<file path="src/rtl/acr_frame_meter.sv">
module acr_frame_meter #(
  parameter int PER_W     = 15,
  parameter int RAT_W     = 10,
  parameter int PER_LIMIT = 26315
) (
  input  logic             clk,
  input  logic             rst_n,
  input  logic             sck_rise,
  input  logic             bck_rise,
  input  logic             wck_rise,
  output logic             done_o,
  output logic             tmo_o,
  output logic [PER_W-1:0] period_o,
  output logic [RAT_W-1:0] sck_n_o,
  output logic [RAT_W-1:0] bck_n_o
);
  logic [PER_W-1:0] per_q, per_d, period_q, period_d;
  logic [RAT_W-1:0] sck_q, sck_d, bck_q, bck_d, sckn_q, sckn_d, bckn_q, bckn_d;
  logic [RAT_W-1:0] sck_sum, bck_sum;
  logic             primed_q, primed_d, done_q, done_d, tmo_q, tmo_d;
  logic             per_full, cap_en;

  always_comb begin
    sck_sum  = (sck_q == '1) ? sck_q : sck_q + RAT_W'(sck_rise);
    bck_sum  = (bck_q == '1) ? bck_q : bck_q + RAT_W'(bck_rise);
    per_full = (per_q == PER_W'(PER_LIMIT));
    per_d    = per_q + 1'b1;
    sck_d    = sck_sum;
    bck_d    = bck_sum;
    primed_d = primed_q;
    done_d   = 1'b0;
    tmo_d    = 1'b0;
    cap_en   = 1'b0;
    period_d = per_q + 1'b1;
    sckn_d   = sck_sum;
    bckn_d   = bck_sum;
    if (wck_rise) begin
      per_d    = '0;
      sck_d    = '0;
      bck_d    = '0;
      primed_d = 1'b1;
      done_d   = primed_q;
      cap_en   = primed_q;
    end else if (per_full) begin
      per_d    = '0;
      sck_d    = '0;
      bck_d    = '0;
      primed_d = 1'b0;
      done_d   = 1'b1;
      tmo_d    = 1'b1;
      cap_en   = 1'b1;
      period_d = per_q;
    end
  end

  always_ff @(posedge clk or negedge rst_n) begin
    if (!rst_n) begin
      per_q    <= '0;
      sck_q    <= '0;
      bck_q    <= '0;
      primed_q <= 1'b0;
      done_q   <= 1'b0;
      tmo_q    <= 1'b0;
      period_q <= '0;
      sckn_q   <= '0;
      bckn_q   <= '0;
    end else begin
      per_q    <= per_d;
      sck_q    <= sck_d;
      bck_q    <= bck_d;
      primed_q <= primed_d;
      done_q   <= done_d;
      tmo_q    <= tmo_d;
      if (cap_en) begin
        period_q <= period_d;
        sckn_q   <= sckn_d;
        bckn_q   <= bckn_d;
      end
    end
  end

  assign done_o   = done_q;
  assign tmo_o    = tmo_q;
  assign period_o = period_q;
  assign sck_n_o  = sckn_q;
  assign bck_n_o  = bckn_q;
endmodule

</file>
<file path="config.mk">
export PLATFORM = sky130hd
export DESIGN_NAME = acr_frame_meter
export DESIGN_NICKNAME = d
export VERILOG_FILES = /design/src/rtl/acr_frame_meter.sv
export SDC_FILE = /design/constraint.sdc
export NUM_CORES = 1
export LEC_CHECK = 0
export BUFFER_PORTS_ARGS = -buffer_cell sky130_fd_sc_hd__buf_4
export CAP_MARGIN = 20
export CORE_MARGIN = 5
export CORE_UTILIZATION = 50
export CTS_BUF_LIST = sky130_fd_sc_hd__clkbuf_4
export CTS_CLUSTER_DIAMETER = 80
export DETAILED_ROUTE_END_ITERATION = 10
export GPL_TIMING_DRIVEN = 1
export PLACE_DENSITY = 0.74
export SETUP_SLACK_MARGIN = 0.3
export SYNTH_ARGS = -nofsm -noshare
export SYNTH_HDL_FRONTEND = slang
export SYNTH_SLANG_ARGS = --single-unit
export TNS_END_PERCENT = 10
</file>
<file path="constraint.sdc">
create_clock -name clk -period 2.95 [get_ports clk]
set_clock_uncertainty 0.1 [all_clocks]
set_input_delay 0.1475 -clock clk [delete_from_list [all_inputs] [get_ports clk]]
set_output_delay 0.1475 -clock clk [all_outputs]
set_load 0.02 [all_outputs]
</file>
# Word level (Yosys, flattened, before mapping)
# Index checks and enable logic that the tools add are counted.
[word_totals]
ram_bits = 0
mem_bits_ro = 0
latch_bits = 0
ff_bits = 73
elab_cells = 31
memories = 0
[op_classes]
mul = 0
mux = 15
n_eq_ne = 3
addsub = 3
shifts = 0
div_mod_pow = 0
n_bitwise = 0
magnitude_cmp = 0
n_reduce_logical = 1
[ops]
columns = ["op", "count"]
rows = [
  ["$mux W10", 6],
  ["$mux W15", 4],
  ["$add A10 B1 Y10", 2],
  ["$eq A10 B10 Y1 const B", 2],
  ["$add A15 B1 Y15 const B", 1],
  ["$eq A15 B15 Y1 const B", 1],
  ["$mux W1", 5],
  ["$reduce_bool A2 Y1", 1],
]

# Longest topological paths before layout
# Gate-level depths: netlist of run 1.
[logic_depth]
depth_word = 4
ltp_mapped = 8
ltp_nobuf = 7

# Worst setup path before layout of run 1
# No wires, ideal clock.
[synth_path]
path_type = "register to register"
from = "register per_q[0]"
to = "register period_q[0] (netlist: period_o[0])"
synth_period_minus_slack_ps = 2104
setup_slack_ps = 846
stages_incl_launch_ff = 9
arrival_time_ps = 1939
cell_sequence = "dfrtp_1 > ha_1 > and2_1 > and4_1 > inv_2 > buf_1 > ha_1 > mux2i_1 > mux2_2"
[synth_via]
elab_chain_cells = 3
word_cells_on_any_way = 6
classes_between = "1 x add/sub; 1 x eq/ne; 4 x mux"
[synth_rtl]
columns = ["element", "line", "rtl"]
rows = [
  ["from (decl)", "17", "logic [PER_W-1:0] per_q, per_d, period_q, period_d;"],
  ["from (signal assigned)", "68", "per_q <= per_d;"],
  ["$add A15 B1 Y15 / $eq A15 B15 Y1 (equally long branches)", "34, 26", ""],
  ["$mux W15 / $mux W1 (equally long branches)", "44", "end else if (per_full) begin"],
  ["$mux W15 / $mux W1 (equally long branches)", "37", "if (wck_rise) begin"],
  ["to (signal assigned)", "75", "period_q <= period_d;"],
  ["to (decl)", "17", ""],
]
# Parallel ways exist; a longest one is shown, timed or not.
# A chain may end at the register's enable or synchronous reset.

# Worst setup path in the final report of run 1
# Same ends and word-level chain as after synthesis.

==> flow_summary.json, run 1 <==
{
  "numCtsBuffers": 9,
  "power_leakage_nw": 1.76,
  "place_congestion": 0.881,
  "cts_tree": "done",
  "critPathLaunchType": "flop",
  "drc": 0,
  "clkSinkCount": 73,
  "first_iter_violations": 156,
  "synth.distinct_cells": 43,
  "post_cts_buffers": 0,
  "synth_edf_count": 0,
  "setup.worst_path.class": "reg2reg",
  "worstMarginPinSlew_ns": 0.898,
  "initial_core_util_pct": 51.6,
  "seq_area_frac_synth_pct": 55.4,
  "hp-class": "in2async",
  "drv_cap": 0,
  "avgSynthCellArea_um2": 10.4,
  "clk_pin_slew_ns": 0.11,
  "fin_crit_sh_pct": 83.7,
  "met1_length_mm": 3.28,
  "core_um2": 6390,
  "grt_pass1_vias": 2582,
  "fin_setup_tns_ns": 0,
  "slowest_stage": "and4_1",
  "dr_wl_met3_um": 342,
  "dp_hpwl_mm": 4.92,
  "die-area_um2": 8320,
  "cp.required_ns": 3.15,
  "outcome": "finished, final reports clean",
  "synth-main-ff-cell": "dfrtp_1",
  "syn_inst": 317,
  "ioPinCount": 42,
  "wl_per_cell_um": 16.1,
  "num_rows": 29,
  "ys_seq_elements": 73,
  "grt_pass1_wl_mm": 12.4,
  "dr_wl_met2_mm": 3.45,
  "io_buffers": 41,
  "ant_nets": 0,
  "rsz0062_at_grt": "false",
  "clockBufferDepth": 2,
  "cp_max_fo": 19,
  "detail_route.wirelength_mm": 7.16,
  "synthesis.area_um2": 3300,
  "vias": 2539,
  "area_growth_syn_to_layout_pct": 17.8,
  "max_freq_ghz": 0.405,
  "finalCriticalPeriod_ns": 2.47,
  "end_kind": "flop",
  "gr-total-overflow": 0,
  "routed.top_layer": "met4",
  "layout-drive-gt1-share_pct": 19.3,
  "n_antenna_cell": 0,
  "cts_root_buf": "clkbuf_4",
  "dr.pass1.iters": 4,
  "cts_resized": 0,
  "synth-async-reset-ratio_pct": 100,
  "arrival_ns": 2.67,
  "fin_ws_ns": 0.480,
  "dieWidth_um": 91.2,
  "power.density_nw_per_um2": 516,
  "gr-usage-all-layers_pct": 18.4,
  "hold_violations": 0,
  "drv_slew": 0,
  "grt_start_max_net_pins": 74,
  "synth.net_count": 328,
  "htreeDepth": 3,
  "cpMostUsedCell": "ha_1",
  "routed_via_density": 5.72,
  "cp_slowest_stage_delay_ns": 0.52,
  "ys_warn_count": 0,
  "relSlewSlack_pct": 40.1,
  "dp_slack_ns": 0.522,
  "crit_chain": "ha_1 > and2_1 > and4_1 > inv_2 > ha_1 > mux2i_1 > mux2_2",
  "nNetsFinal": 374,
  "clk_latency_ns": 0.41,
  "finalSetupViolCount": 0,
  "vdd_drop_max_uv": 367,
  "die_h_um": 91.2,
  "antenna_found_initial": 0
}
-- where the power goes --
group / internal (W) / switching, W / total [W]
Sequential: 0.00103 / 0.0000274 / 0.00106
Clock: 0.000422 / 0.000337 / 0.000758
Combinational: 0.0000692 / 0.000116 / 0.000185
Total: 0.00152 / 0.000480 / 0.00200
-- state kept, by name, summed over array words and instances, names as in the netlist --
name and cells:
done_o 1, primed_q 1, per_q 15, period_o 15
tmo_o 1, sck_n_o 10, bck_q 10, sck_q 10
bck_n_o 10
-- cell usage after synthesis, drive strengths merged (6+ instances only) --
master  count  area, µm²
a21oi      15       78.8
nand3      11       60.1
nand4       7       43.8
dfrtp      73       1830
mux2i       7       70.1
buf         8       37.5
o211ai     15        113
nor2       42        158
o21ai      22        110
clkbuf      6       23.8
inv        11       41.3
nor3        9       45.0
nand2      15       56.3
ha          6       75.1
a211oi     12       90.1
xnor2       7       61.3
-- per-stage QoR --
stage,util (%),instance area (µm²),instances,power [W],hold slack [ns]
2_1_floorplan,-,3300,317,0.00117,-0.248
3_3_place_gp,57.5,3670,425,0.00126,0.235
3_5_place_dp,57.5,3670,425,0.00126,0.228
4_1_cts,60.8,3880,444,0.00203,0.300
5_1_grt,60.8,3880,444,0.00210,0.356
6_report,60.8,3880,444,0.00200,0.291
-- cells in the final DEF (no fill, tap or decap), drive strengths merged, types with 5 or more instances in the layout --
cell,Yosys,routed
dfrtp,73,73
mux2i,7,7
o21ai,22,22
a211oi,12,12
xnor2,7,7
xor2,5,5
clkbuf,6,9
a21oi,15,15
nand3,11,11
o211ai,15,15
inv,11,11
nand2,15,15
buf,8,45
and4,5,5
nor3,9,9
nor2,42,42
nand4,7,7
and3,5,5
ha,6,6
-- area by class of cell --
class | instances | area [µm²]
clock buffer | 9 | 67.6
timing repair buffer | 49 | 378
fill | 548 | 2500
tap | 77 | 96.3
clock inverter | 6 | 108
multi-input combinational | 219 | 1370
sequential | 73 | 1830
inverter | 11 | 41.3
-- per-layer routing --
metal	track usage, %	vias up
met1	24.4	1231
met2	29.3	63
met5	0	-
li1	-	1239
met3	6.20	6
met4	4.77	0
-- logic make-up after synthesis --
group           share of synthesized area (%)
simple gates                             17.0
compound gates                           15.5
flops                                    55.4
buf+inv                                  3.11
xor+xnor                                 3.19
mux                                      3.49
fa+ha+maj                                2.28
-- path summary, 6_finish.rpt --
path | start | end | slack (ns) | cells after the start
max | per_q[0] | period_o[0] | 0.48 | 7
min | rst_n | sck_q[7] | 0.29 | 2
max reg2reg | per_q[0] | period_o[0] | 0.48 | 7
min reg2reg | period_o[12] | period_o[12] | 0.41 | 1
max in group asynchronous | rst_n | bck_n_o[1] | 1.87 | 2
min in group clk | period_o[12] | period_o[12] | 0.41 | 1
-- repair_timing --
item | 4_1_cts | 5_1_grt
hold buffers | 4 | 0
endpoints found under the setup margin | 0 | 0
endpoints found under the hold margin | 76 | 0
-- critical path, delay by kind of cell (launching register included) --
| family | cells | cell delay, ns |
|---|---|---|
| DFF | 1 | 0.42 |
| and+or+nand+nor | 2 | 0.68 |
| adders and majority gates | 2 | 0.59 |
| muxes | 2 | 0.32 |
| buffers and inverters | 1 | 0.27 |
Note: power is estimated with default switching activity, not from simulation.
==> run 2: changes to the inputs <==
- clock period: 2.95 -> 2.4 ns (I/O delays scaled with it)
==> run 2 against run 1 <==
Cell count rose by 0.68%. Critical path depth down 1. Largest power group unchanged. Via count is 2.5% higher. Fmax is 24% higher. Wire length is 0.94% higher. Sequential share of layout area is essentially flat. Critical path type unchanged.
==> flow_summary.json, run 2 (synthesis results as in run 1) <==
{
  "power.density_nw_per_um2": 606,
  "arrival_ns": 2.18,
  "htreeDepth": 3,
  "area_growth_syn_to_layout_pct": 17.9,
  "n_antenna_cell": 0,
  "relSlewSlack_pct": 40.2,
  "die_h_um": 91.2,
  "max_freq_ghz": 0.502,
  "final_util_pct": 60.9,
  "detail_route.wirelength_mm": 7.22,
  "path_buf_inv": 1,
  "cp.required_ns": 2.59,
  "place_congestion": 0.858,
  "clk_latency_ns": 0.41,
  "die-area_um2": 8320,
  "cts_root_buf": "clkbuf_4",
  "dr.pass1.iters": 4,
  "core_um2": 6390,
  "gr-usage-all-layers_pct": 18.4,
  "clkSinkCount": 73,
  "crit_chain": "nor4_1 > and4_4 > inv_4 > ha_1 > mux2i_1 > mux2_2",
  "ioPinCount": 42,
  "hp-class": "in2async",
  "seqCellArea_um2": 1830,
  "drv_cap": 0,
  "final_common_cell": "dfrtp_1",
  "io_buffers": 41,
  "num_rows": 29,
  "place_area_um2": 3680,
  "numCtsBuffers": 9,
  "gr-total-overflow": 0,
  "cp_slowest_stage_delay_ns": 0.45,
  "power_leakage_nw": 1.76,
  "setup.worst_path.class": "reg2reg",
  "antenna_found_initial": 0,
  "finalCriticalPeriod_ns": 1.99,
  "clockBufferDepth": 2,
  "ant_nets": 0,
  "cts_tree": "done",
  "end_kind": "flop",
  "nNetsFinal": 377,
  "cp_max_fo": 11,
  "rsz0062_at_grt": "false",
  "clk_pin_slew_ns": 0.11,
  "drc": 0,
  "layout_common_cells": "dfrtp_1, buf_4, nor2_1",
  "fin_crit_sh_pct": 83.0,
  "slowest_stage": "dfrtp_1",
  "fin_ws_ns": 0.407,
  "first_iter_violations": 122,
  "finalSetupViolCount": 0,
  "drv_slew": 0,
  "nFillCells": 594,
  "layout-drive-gt1-share_pct": 19.7,
  "routed_via_density": 5.82,
  "path_delay_family": "simple AND/OR/NAND/NOR gates",
  "hold_violations": 0,
  "vdd_drop_max_uv": 324,
  "final_area_um2": 3890,
  "fin_setup_tns_ns": 0,
  "initial_core_util_pct": 51.6,
  "wl_per_cell_um": 16.2,
  "dp_hpwl_mm": 4.98,
  "multiInputGateArea_um2": 1370,
  "critPathLaunchType": "flop",
  "grt_pass1_wl_mm": 12.5,
  "grt_start_max_net_pins": 74,
  "dieWidth_um": 91.2,
  "worstMarginPinSlew_ns": 0.897,
  "grt_pass1_vias": 2655,
  "dp_slack_ns": 0.271,
  "vias": 2603,
  "outcome": "finished, final reports clean"
}
run 2: changes by cell type in the layout (fill, tap and decap cells not counted), sizes merged:
| cell | before | now |
|---|---|---|
| clkinvlp | 1 | 0 |
| clkbuf | 9 | 10 |
| buf | 45 | 48 |
| bufinv | 3 | 2 |
| clkinv | 2 | 3 |
run 2: area by class of cell:
cell class,instances,share of cell area [%]
sequential,73,47.0
multi-input combinational,219,35.3
timing repair buffer,52,10.3
tap,77,2.48
clock buffer,10,1.93
clock inverter,5,1.84
inverter,11,1.13
run 2: metal layers:
| metal | GRT usage, % | part of all wire [%] | up-vias |
|---|---|---|---|
| met4 | 7.46 | 1.9 | 0 |
| met5 | 0 | 0 | - |
| met1 | 23.3 | 45 | 1267 |
| met3 | 4.71 | 4.7 | 13 |
| li1 | - | - | 1253 |
| met2 | 30.0 | 49 | 70 |
run 2: final timing paths:
check / depth (start not counted) / endpoint / slack [ns] / startpoint
worst max-delay path: 6 / period_o[0] / 0.41 / per_q[4]
worst max register to register: 6 / period_o[0] / 0.41 / per_q[4]
worst min-delay path: 2 / sck_q[6] / 0.25 / rst_n
worst min register to register: 1 / period_o[12] / 0.40 / period_o[12]
min in group clk: 1 / period_o[12] / 0.40 / period_o[12]
max in group asynchronous: 2 / sck_n_o[4] / 1.34 / rst_n
run 2: worst register-to-register path: stages (launching register included):
cell,delay [ns]
dfrtp_1,0.45
nor4_1,0.32
and4_4,0.33
inv_4,0.08
ha_1,0.27
mux2i_1,0.06
mux2_2,0.27
run 2: report_power, final:
group | internal, W | switching (W) | total, W
Combinational | 0.0000867 | 0.000144 | 0.000231
Clock | 0.000420 | 0.000404 | 0.000824
Sequential | 0.00127 | 0.0000316 | 0.00130
run 2: what timing repair did:
action | 4_1_cts | 5_1_grt
buffers inserted | 0 | 1
gates resized for setup | 1 | 3
hold buffers | 4 | 0
endpoints found under the setup margin | 1 | 7
hold endpoints to repair | 77 | 0
run 2: stage by stage:
stage | hold slack, ns | instances | total power, W
2_1_floorplan | -0.276 | 317 | 0.00144
3_3_place_gp | 0.201 | 427 | 0.00155
3_5_place_dp | 0.211 | 427 | 0.00155
4_1_cts | 0.283 | 446 | 0.00239
5_1_grt | 0.335 | 447 | 0.00247
6_report | 0.246 | 447 | 0.00236
==> run 3: changes to the inputs <==
- clock period: 2.4 -> 2 ns (I/O delays scaled with it)
==> run 3 against run 2 <==
The flow now finishes with violations (negative hold slack). Combinational power rose by 36%. Via count increased by 1.8%. Flip-flop and latch count stayed put. Design area increased by 4.8%. First-iteration DRC count rose by 24%. Sequential share of layout area shrank 2.1 points. Largest power group unchanged.
==> flow_summary.json, run 3 (synthesis results as in run 1) <==
{
  "cp_slowest_stage_delay_ns": 0.41,
  "initial_core_util_pct": 51.6,
  "fin_crit_sh_pct": 94.7,
  "fin_setup_tns_ns": 0,
  "clk_latency_ns": 0.41,
  "vdd_drop_max_uv": 436,
  "drc": 0,
  "cts_tree": "done",
  "htreeDepth": 3,
  "numCtsBuffers": 9,
  "die_h_um": 91.2,
  "antenna_found_initial": 0,
  "clk_pin_slew_ns": 0.12,
  "hold_depth": 4,
  "gr-usage-all-layers_pct": 19.9,
  "hold_start": "sck_rise",
  "placed_cells_incl_taps": 433,
  "rsz0062_at_grt": "true",
  "layout-drive-gt1-share_pct": 25.3,
  "finalSetupViolCount": 0,
  "grt_pass1_wl_mm": 13.4,
  "power_leakage_nw": 1.85,
  "crit_chain": "nor4bb_2 > and4_4 > inv_8 > ha_4 > mux2i_1 > mux2_4",
  "die-area_um2": 8320,
  "clkSinkCount": 73,
  "hold_ws_ns": -0.0124,
  "seqCellArea_um2": 1830,
  "area_growth_syn_to_layout_pct": 23.5,
  "cp.required_ns": 2.21,
  "dieWidth_um": 91.2,
  "slowest_stage": "dfrtp_1",
  "drv_cap": 0,
  "path_buf_inv": 1,
  "power.density_nw_per_um2": 709,
  "dr.pass1.iters": 4,
  "path_delay_family": "simple AND/OR/NAND/NOR gates",
  "nFillCells": 531,
  "hp-class": "in2reg",
  "relSlewSlack_pct": 54.1,
  "drv_slew": 0,
  "max_freq_ghz": 0.528,
  "routed_via_density": 5.75,
  "final_util_pct": 63.8,
  "whs_endpoint": "sck_q[0]",
  "vias": 2650,
  "regToRegStartpoint": "per_q[2]",
  "layout_common_cells": "dfrtp_1, buf_4, nor2_1",
  "nNetsFinal": 390,
  "final_cells": 461,
  "wl_per_cell_um": 16.8,
  "end_kind": "flop",
  "cts_root_buf": "clkbuf_4",
  "ant_nets": 0,
  "outcome": "finished with violations",
  "finalCriticalPeriod_ns": 1.89,
  "r2r_cells": 6,
  "multiInputGateArea_um2": 1420,
  "grt_start_max_net_pins": 39,
  "detail_route.wirelength_mm": 7.75,
  "ff2ff_setup_slack_ns": 0.11,
  "hold_violations": 1,
  "place_congestion": 0.794,
  "num_rows": 29,
  "n_antenna_cell": 0,
  "r2r_end": "period_o[0]",
  "worstMarginPinSlew_ns": 0.687,
  "core_um2": 6390,
  "io_buffers": 41,
  "dp_hpwl_mm": 5.32,
  "violations": "negative hold slack",
  "cp_max_fo": 7,
  "arrival_ns": 2.10,
  "ioPinCount": 42,
  "first_iter_violations": 151,
  "gr-total-overflow": 0,
  "crit_cells": 6,
  "final_common_cell": "dfrtp_1",
  "setup.worst_path.class": "reg2reg",
  "grt_pass1_vias": 2733,
  "clockBufferDepth": 2,
  "critPathLaunchType": "flop"
}
==> run 3: power breakdown <==
part           internal (W)  switching (W)
Sequential          0.00152      0.0000354
Combinational      0.000126       0.000189
Clock              0.000495       0.000518
==> run 3: worst reg2reg max path, delay by kind of cell (launching register included) <==
family        cells  cell delay [ns]
simple gates      2             0.67
flops             1             0.41
mux               2             0.31
fa+ha+maj         1             0.24
buf+inv           1             0.05
==> run 3: final cells by class <==
type | instances | share of cell area (%)
repair buffers | 65 | 13.0
well taps | 77 | 2.37
flip-flops and latches | 73 | 44.9
inverters | 11 | 1.26
clock inverters | 7 | 2.09
clock buffers | 9 | 1.66
multi-input cells | 219 | 34.8
==> run 3: metal layers <==
layer / GRT usage [%] / wire (µm)
met5: 0 / 0
met4: 8.44 / 150
met3: 4.13 / 297
met2: 31.7 / 3820
met1: 26.6 / 3480
==> run 3: timing repair <==
| action | in CTS | in global routing |
|---|---|---|
| cloned | 0 | 0 |
| gates resized for setup | 6 | 7 |
| endpoints found under the hold margin | 76 | 0 |
| setup endpoints to repair | 55 | 69 |
| pin swaps | 4 | 2 |
| hold buffers | 3 | 0 |
| setup buffers | 8 | 1 |
==> run 3: worst max-delay path by stage <==
stage	endpoint	from	slack (ns)
after floorplan	period_o[0]	per_q[2]	0.1
after global placement	period_o[0]	per_q[12]	0.14
after detailed placement	period_o[0]	per_q[5]	0.12
after CTS	period_o[0]	per_q[2]	0.16
after global routing	period_o[0]	per_q[2]	0.03
final	period_o[0]	per_q[2]	0.11
==> run 3: stage by stage <==
stage / setup WS (ns) / total power (W) / cell area (µm²)
2_1_floorplan: 0.0978 / 0.00173 / 3330
4_1_cts: 0.159 / 0.00290 / 4040
5_1_grt: 0.0265 / 0.00300 / 4070
3_3_place_gp: 0.141 / 0.00188 / 3780
3_5_place_dp: 0.120 / 0.00189 / 3780
6_report: 0.106 / 0.00289 / 4070
